--- src/rtl/strap_pinmux_pkg.sv ---
package strap_pinmux_pkg;
    localparam int NUM_FS     = 4;
    localparam int NUM_SHARED = 4;
    localparam int NUM_PCI    = 11;
    localparam int NUM_HTT    = 4;
    localparam int ROLE_W     = 2;

    typedef enum logic [ROLE_W-1:0] {
        ROLE_IN  = 2'd0,
        ROLE_PCI = 2'd1,
        ROLE_HTT = 2'd2
    } pin_role_e;

    typedef struct packed {
        logic [NUM_FS-1:0] fs;
        logic              mode_a;
        logic              mode_b;
        logic              mode_c;
        logic              sel24;
    } strap_t;
endpackage

--- src/rtl/strap_latch.sv ---
module strap_latch
    import strap_pinmux_pkg::*;
(
    input  logic   clk,
    input  logic   rst_n,
    input  strap_t strap_in,
    output strap_t strap_q,
    output logic   released
);
    typedef struct packed {
        logic   sampled;
        logic   released;
        strap_t straps;
    } latch_st_t;

    latch_st_t st_d, st_q;

    always_comb begin
        st_d = st_q;
        if (!st_q.sampled) begin
            st_d.straps  = strap_in;
            st_d.sampled = 1'b1;
        end else begin
            st_d.released = 1'b1;
        end
    end

    always_ff @(posedge clk or negedge rst_n) begin
        if (!rst_n) st_q <= '0;
        else        st_q <= st_d;
    end

    assign strap_q  = st_q.straps;
    assign released = st_q.released;
endmodule

--- src/rtl/pci_stop_gate.sv ---
module pci_stop_gate (
    input  logic clk,
    input  logic rst_n,
    input  logic gate_low,
    input  logic stop_req,
    output logic run
);
    typedef struct packed {
        logic run;
    } gate_st_t;

    gate_st_t st_d, st_q;

    always_comb begin
        st_d = st_q;
        if (gate_low) st_d.run = ~stop_req;
    end

    always_ff @(posedge clk or negedge rst_n) begin
        if (!rst_n) st_q <= '{run: 1'b1};
        else        st_q <= st_d;
    end

    assign run = st_q.run;
endmodule

--- src/rtl/wdr_pulse.sv ---
module wdr_pulse #(
    parameter int CYCLES = 16
) (
    input  logic clk,
    input  logic rst_n,
    input  logic trig,
    output logic wdreset_n
);
    localparam int CNT_W = $clog2(CYCLES + 1);

    typedef struct packed {
        logic [CNT_W-1:0] cnt;
    } wdr_st_t;

    wdr_st_t st_d, st_q;

    always_comb begin
        st_d = st_q;
        if (trig)                st_d.cnt = CNT_W'(CYCLES);
        else if (st_q.cnt != '0) st_d.cnt = st_q.cnt - 1'b1;
    end

    always_ff @(posedge clk or negedge rst_n) begin
        if (!rst_n) st_q <= '0;
        else        st_q <= st_d;
    end

    assign wdreset_n = (st_q.cnt == '0);
endmodule

--- src/rtl/pin_mux.sv ---
module pin_mux
    import strap_pinmux_pkg::*;
(
    input  strap_t                       straps,
    input  logic                         released,
    input  logic                         run,
    output logic [NUM_PCI-1:0]           pci_en,
    output logic [NUM_HTT-1:0]           htt_en,
    output logic [ROLE_W*NUM_SHARED-1:0] pin_role,
    output logic                         pin24_oe
);
    pin_role_e role [NUM_SHARED];
    logic [NUM_PCI-1:0] present;

    always_comb begin
        present = '0;
        htt_en  = '0;
        for (int k = 0; k < NUM_SHARED; k++) role[k] = ROLE_IN;
        if (released) begin
            present[5:0] = '1;
            present[6]   = ~straps.mode_c;
            present[7]   = straps.mode_a & ~straps.mode_b;
            present[8]   = straps.mode_a;
            present[9]   = straps.mode_a;
            present[10]  = straps.mode_a | ~straps.mode_b;
            unique case ({straps.mode_a, straps.mode_b})
                2'b00: begin
                    for (int k = 0; k < NUM_SHARED - 1; k++) role[k] = ROLE_HTT;
                    role[NUM_SHARED-1] = ROLE_PCI;
                    htt_en = 4'b0111;
                end
                2'b01: begin
                    for (int k = 1; k < NUM_SHARED; k++) role[k] = ROLE_HTT;
                    htt_en = 4'b1110;
                end
                2'b10: begin
                    for (int k = 0; k < NUM_SHARED; k++) role[k] = ROLE_PCI;
                end
                default: begin
                    for (int k = 1; k < NUM_SHARED; k++) role[k] = ROLE_PCI;
                end
            endcase
        end
        pci_en   = present & {NUM_PCI{run}};
        pin24_oe = released & ~straps.mode_c;
        for (int k = 0; k < NUM_SHARED; k++) pin_role[ROLE_W*k +: ROLE_W] = role[k];
    end
endmodule

--- src/rtl/strap_pinmux.sv ---
module strap_pinmux
    import strap_pinmux_pkg::*;
#(
    parameter int WDR_CYCLES = 16
) (
    input  logic                         clk,
    input  logic                         rst_n,
    input  logic [NUM_FS-1:0]            fs_strap_in,
    input  logic                         mode_a_in,
    input  logic                         mode_b_in,
    input  logic                         mode_c_in,
    input  logic                         sel_strap_in,
    input  logic                         pin24_in,
    input  logic                         gate_low,
    input  logic                         gear_change,
    input  logic                         wd_timeout,
    output logic [NUM_FS-1:0]            fs_q,
    output logic                         sel_24m,
    output logic                         ref_oe,
    output logic                         pcif_en,
    output logic [NUM_PCI-1:0]           pci_en,
    output logic [NUM_HTT-1:0]           htt_en,
    output logic [ROLE_W*NUM_SHARED-1:0] pin_role,
    output logic                         pin24_oe,
    output logic                         wdreset_n
);
    strap_t strap_in, strap_q;
    logic   released, run, stop_req;

    assign strap_in = '{fs: fs_strap_in, mode_a: mode_a_in, mode_b: mode_b_in,
                        mode_c: mode_c_in, sel24: sel_strap_in};

    strap_latch u_latch (
        .clk      (clk),
        .rst_n    (rst_n),
        .strap_in (strap_in),
        .strap_q  (strap_q),
        .released (released)
    );

    assign stop_req = released & strap_q.mode_c & ~pin24_in;

    pci_stop_gate u_gate (
        .clk      (clk),
        .rst_n    (rst_n),
        .gate_low (gate_low),
        .stop_req (stop_req),
        .run      (run)
    );

    wdr_pulse #(.CYCLES(WDR_CYCLES)) u_wdr (
        .clk       (clk),
        .rst_n     (rst_n),
        .trig      (released & (gear_change | wd_timeout)),
        .wdreset_n (wdreset_n)
    );

    pin_mux u_mux (
        .straps   (strap_q),
        .released (released),
        .run      (run),
        .pci_en   (pci_en),
        .htt_en   (htt_en),
        .pin_role (pin_role),
        .pin24_oe (pin24_oe)
    );

    assign fs_q    = strap_q.fs;
    assign sel_24m = strap_q.sel24;
    assign ref_oe  = released;
    assign pcif_en = released;
endmodule

--- config.mk ---
export PLATFORM = sky130hd
export DESIGN_NAME = strap_pinmux
export DESIGN_NICKNAME = d
export VERILOG_FILES = /design/src/rtl/strap_pinmux_pkg.sv /design/src/rtl/strap_latch.sv /design/src/rtl/pci_stop_gate.sv /design/src/rtl/wdr_pulse.sv /design/src/rtl/pin_mux.sv /design/src/rtl/strap_pinmux.sv
export SDC_FILE = /design/constraint.sdc
export NUM_CORES = 1
export LEC_CHECK = 0
export ABC_AREA = 1
export BUFFER_PORTS_ARGS = -buffer_cell sky130_fd_sc_hd__buf_2
export CAP_MARGIN = 20
export CORE_MARGIN = 1.5
export CORE_UTILIZATION = 40
export DETAILED_ROUTE_END_ITERATION = 8
export GPL_ROUTABILITY_DRIVEN = 0
export HOLD_SLACK_MARGIN = 0.02
export PLACE_DENSITY = 0.72
export SETUP_SLACK_MARGIN = 0.05
export SYNTH_ARGS = -nofsm -noshare
export SYNTH_HDL_FRONTEND = slang
export SYNTH_HIERARCHICAL = 1
export SYNTH_SLANG_ARGS = --single-unit
--- constraint.sdc ---
create_clock -name clk -period 2.4 [get_ports clk]
set_input_delay 0.24 -clock clk [delete_from_list [all_inputs] [get_ports clk]]
set_output_delay 0.24 -clock clk [all_outputs]
set_load 0.01 [all_outputs]
==> flow_metrics.env, run 1 <==
export IMPL_path_clk_slew_ns=0.09
export IMPL_min_path_type="input port to flop"
export IMPL_syn_area_um2=923.4
export IMPL_p_comb_frac=0.247
export IMPL_multi_input_area_um2=300.3
export IMPL_p_leak_nw=0.6750
export IMPL_synth_area_per_cell_um2=7.569
export IMPL_regArea_um2=401.6
export IMPL_grt_pass1_wl_um=2532
export IMPL_min_period_ns=1.616
export IMPL_crit_start="u_wdr/st_q[0]"
export IMPL_synthDistinctLibCells=17
export IMPL_vias=796
export IMPL_io_buffers=45
export IMPL_die_w_um=51.05
export IMPL_antenna_found_initial=0
export IMPL_drive_gt1_frac=0.3642
export IMPL_cts_sinks=16
export IMPL_dieArea_mm2=0.002606
export IMPL_pin_count=46
export IMPL_die_h_um=51.05
export IMPL_yosys_warnings=6
export IMPL_cp_max_fo=6
export IMPL_stdcell_count=179
export IMPL_min_to="u_gate/run"
export IMPL_peakVddDrop_mv=0.3682
export IMPL_hpwl_um=1235
export IMPL_whs_path_depth=4
export IMPL_pwr_share_clk=0.271
export IMPL_routed_wirelength_um=1573
export IMPL_grt_use_total=0.1303
export IMPL_cts_htree_levels=1
export IMPL_start_util=0.4215
export IMPL_first_iter_violations=15
export IMPL_final_cell_mix="45 x buf_2, 40 x nand2_1, 15 x inv_1, 15 x dfrtp_1, 12 x nor2_1"
export IMPL_layout_commonest_cell="buf_2"
export IMPL_max_cap_violations=0
export IMPL_route_detailed_wl_per_inst_um=8.788
export IMPL_fin_nets=167
export IMPL_powerDensity_mw_per_mm2=608.4
export IMPL_crit_required_ns=2.16
export IMPL_rows=17
export IMPL_end_kind="output pin"
export IMPL_clock_path_buffers=2
export IMPL_r2r_cells=6
export IMPL_drv_slew=0
export IMPL_cts_tree="done"
export IMPL_antenna_left=0
export IMPL_hp_start="gate_low"
export IMPL_via_per_inst=4.447
export IMPL_final_setup_viol_count=0
export IMPL_numCtsBuffers=3
export IMPL_ys_seq_area_frac=0.4350
export IMPL_finalSetupTns_ns=0
export IMPL_cts_resized=0
export IMPL_dp_cells=174
export IMPL_max_freq_ghz=0.6189
export IMPL_dr_pass1_iters=4
export IMPL_p_sw_mw=0.1972
export IMPL_r2r_start="u_wdr/st_q[0]"
export IMPL_postCtsSetupBuffers=0
export IMPL_grt_pass1_vias=669
export IMPL_drcViolationCount=0
export IMPL_clock_latency_ns=0.29
export IMPL_finalCritPeriodShare=0.6733
export IMPL_grt_max_degree=17
export IMPL_core_mm2=0.002191
export IMPL_nFillCells=211
export IMPL_p_seq_frac=0.482
export IMPL_status="completed"
export IMPL_yosys_register_bits=16
export IMPL_crit_type="flop to output pin"
export IMPL_critical_path_arrival_ns=1.38
export IMPL_rsz0062_at_grt="false"
export IMPL_final_setup_skew_ns=0.005708
export IMPL_switching_share=0.3033
export IMPL_intPower_mw=0.4529
export IMPL_ctsHoldBuffers=1
export IMPL_cts_root_buf="clkbuf_4"
export IMPL_reg2reg_to="u_wdr/st_q[0]"
export IMPL_finalHoldViolCount=0
export IMPL_overflow=0
export IMPL_r2r_setup_slack_ns=1.20
export IMPL_synth_fp_nets=137
export IMPL_antennaDiodeCount=0
export IMPL_synthCells=122
export IMPL_start_kind="flop"
export IMPL_area_growth_syn_to_layout_pct=15.72
synth_stat cells:
library cell  number  area [µm²]
dfstp_2            1       26.28
buf_6              1       11.26
inv_1             15       56.30
ha_1               1       12.51
dfrtp_1           15       375.4
or2_1              1       6.260
nor2_1            12       45.04
nor3_1             2       10.01
conb_1             1       3.750
a21oi_1            2       10.01
nand3_2            1       10.01
buf_4             20       150.1
xor2_1             1       8.760
nand2_1           40       150.1
inv_2              1       3.750
nand3_1            5       25.02
nor2_2             3       18.77
cells by family (layout without fill, tap and decap cells):
group,after synthesis,after routing,synth area share
and+or+nand+nor,64,64,0.2873
buffers and inverters,37,66,0.2398
DFF,16,16,0.4350
AOI/OAI and AO/OA,2,2,0.01084
adders and majority gates,1,1,0.01355
other,1,1,0.004061
xor gates and xnor gates,1,1,0.009487
routing by layer:
metal  share of wire  track usage
met1            0.39       0.1343
met4           0.018      0.06757
met5               0            0
met2            0.51       0.2511
met3           0.076      0.01754
worst max path at each step:
stage	slack [ns]	cells past startpoint	endpoint
finish	0.78	5	wdreset_n
global route	0.67	5	wdreset_n
CTS	0.78	5	wdreset_n
detailed placement	1.11	5	wdreset_n
global placement	1.16	5	wdreset_n
floorplan	1.09	3	htt_en[2]
sequential cells by signal, summed over array words and instances (netlist names):
register and flops:
u_gate/run 1, u_wdr/st_q 5, u_latch/strap_q 8, u_latch/released 1, u_latch/st_q 1
power groups by stage:
stage	clock [mW]	combinational [mW]	sequential, mW
finish	0.176	0.160	0.313
global route	0.195	0.183	0.317
CTS	0.183	0.162	0.313
detailed placement	0	0.160	0.318
global placement	0	0.158	0.317
floorplan	0	0.141	0.308
critical path: stages, from the launching register on:
cell     delay [ns]
dfrtp_1        0.39
inv_1          0.11
ha_1           0.23
nand3_2        0.16
inv_1          0.08
buf_2          0.12
final cells by class:
type	count	area share
clock buffers	4	0.03396
flip-flops and latches	16	0.3759
repair buffers	46	0.2201
well taps	28	0.03279
inverters	16	0.05621
multi-input cells	69	0.2810
metrics by stage:
step | util | setup WS, ns | power (mW) | hold WS [ns] | area (µm²)
after global routing | 0.4877 | 0.6727 | 0.6946 | 0.1437 | 1069
after global placement | 0.4666 | 1.159 | 0.4755 | 0.1660 | 1022
after CTS | 0.4877 | 0.7791 | 0.6589 | 0.1436 | 1069
final | 0.4877 | 0.7842 | 0.6501 | 0.1481 | 1069
after floorplan | - | 1.095 | 0.4496 | -0.05559 | 923.4
after detailed placement | 0.4666 | 1.111 | 0.4789 | 0.1695 | 1022
No activity file was read; power rests on OpenSTA's default activity.
==> run 2: changes to the inputs <==
Settings changed: PLACE_DENSITY 0.72 to 0.75.
Clock period 2.4 ns to 1.4 ns, I/O delays scaled along.
==> flow_metrics.env, run 2 (synthesis gave the netlist of run 1 again) <==
export IMPL_status="completed"
export IMPL_finalSetupTns_ns=0
export IMPL_rows=17
export IMPL_via_per_inst=4.441
export IMPL_critical_path_arrival_ns=1.20
export IMPL_cp_max_fo=5
export IMPL_pin_count=46
export IMPL_layout_commonest_cell="buf_2"
export IMPL_cts_htree_levels=1
export IMPL_rsz0062_at_grt="true"
export IMPL_nFillCells=205
export IMPL_antenna_left=0
export IMPL_finalCritPeriodShare=0.9567
export IMPL_final_setup_viol_count=0
export IMPL_grt_use_total=0.1602
export IMPL_overflow=0
export IMPL_final_setup_skew_ns=0.002114
export IMPL_clock_latency_ns=0.29
export IMPL_start_util=0.4215
export IMPL_crit_type="flop to output pin"
export IMPL_peakVddDrop_mv=0.5633
export IMPL_use_met2=0.2987
export IMPL_cts_sinks=16
export IMPL_powerDensity_mw_per_mm2=989.9
export IMPL_path_clk_slew_ns=0.10
export IMPL_first_iter_violations=15
export IMPL_min_path_type="input port to flop"
export IMPL_largest_register_ffs=8
export IMPL_clock_path_buffers=2
export IMPL_antenna_found_initial=0
export IMPL_max_freq_ghz=0.7466
export IMPL_regArea_um2=405.4
export IMPL_route_detailed_wl_per_inst_um=10.69
export IMPL_finalHoldViolCount=0
export IMPL_drcViolationCount=0
export IMPL_fin_nets=176
export IMPL_final_cell_mix="44 x buf_2, 38 x nand2_1, 12 x dfrtp_1"
export IMPL_start_kind="flop"
export IMPL_hpwl_um=1294
export IMPL_core_mm2=0.002191
export IMPL_drive_gt1_frac=0.5125
export IMPL_power_total_mw=1.208
export IMPL_p_leak_nw=0.7154
export IMPL_die_w_um=51.05
export IMPL_grt_pass1_vias=720
export IMPL_area_growth_syn_to_layout_pct=32.11
export IMPL_multi_input_area_um2=361.6
export IMPL_dr_pass1_iters=4
export IMPL_grt_busiest_layer="met2"
export IMPL_cts_root_buf="clkbuf_4"
export IMPL_stdcell_count=188
export IMPL_crit_required_ns=1.26
export IMPL_max_cap_violations=0
export IMPL_dieArea_mm2=0.002606
export IMPL_numCtsBuffers=3
export IMPL_grt_pass1_wl_um=3063
export IMPL_min_period_ns=1.339
export IMPL_grt_max_degree=17
export IMPL_dp_cells=174
export IMPL_gr_usage_met3=0.02924
export IMPL_antennaDiodeCount=0
export IMPL_vias=835
export IMPL_io_buffers=45
export IMPL_use_met1=0.1698
export IMPL_end_kind="output pin"
export IMPL_die_h_um=51.05
export IMPL_drv_slew=0
export IMPL_cts_tree="done"
export IMPL_routed_wirelength_um=2009
## run 2: cell types whose count changed in the layout (fill, tap and decap cells not counted), moves of 2 or more
cell | previous run | this run
buf_4 | 0 | 7
inv_2 | 1 | 6
inv_1 | 15 | 9
buf_6 | 0 | 3
nand2_1 | 40 | 38
nor2_4 | 0 | 2
nor2_1 | 12 | 9
dfrtp_2 | 0 | 3
dfrtp_1 | 15 | 12
## run 2: repair_timing
item                       CTS  global route
hold buffers                 1             0
resized for setup            6            22
setup endpoints to repair    9            20
pin swaps                    1             4
buffers inserted             2             7
hold endpoints to repair    15             0
## run 2: where the power goes
group | total, mW | internal [mW] | switching (mW)
registers | 0.545 | 0.503 | 0.0425
logic | 0.349 | 0.161 | 0.188
clock network | 0.314 | 0.158 | 0.155
## run 2: final timing paths
path,startpoint,end,slack [ns],depth (start not counted)
max,u_wdr/st_q[2],wdreset_n,0.06,4
min,sel_strap_in,u_latch/strap_q[0],0.04,3
max reg2reg,u_latch/released,u_wdr/st_q[3],0.13,6
min reg2reg,u_latch/strap_q[0],u_latch/strap_q[0],0.49,2
max in group asynchronous,rst_n,u_gate/run,0.82,2
min in group asynchronous,rst_n,u_latch/strap_q[0],0.27,2
## run 2: worst max-delay path, cell delays in order, from the launching register on
cell and delay (ns):
dfrtp_1 0.43, nor2_2 0.19, nand3_4 0.12, inv_2 0.07, buf_6 0.09
## run 2: per-layer routing
layer | part of all wire | wire length [µm]
met4 | 0.020 | 40
met1 | 0.38 | 754
met2 | 0.54 | 1084
met3 | 0.064 | 129
met5 | 0 | 0
## run 2: layout make-up
cell class              instances  area share
clock buffers                   4     0.02974
well taps                      28     0.02872
flip-flops and latches         16      0.3323
inverters                      16     0.05333
multi-input cells              69      0.2964
repair buffers                 55      0.2595
## run 2: stage by stage
step	hold slack [ns]	setup slack, ns	cell area, µm²	util
after floorplan	-0.1556	0.1948	923.4	-
after global placement	0.06063	0.2673	1022	0.4666
after detailed placement	0.06725	0.2154	1022	0.4666
after CTS	0.03568	0.04997	1105	0.5043
after global routing	0.03648	-0.009885	1220	0.5568
final	0.03557	0.06055	1220	0.5568
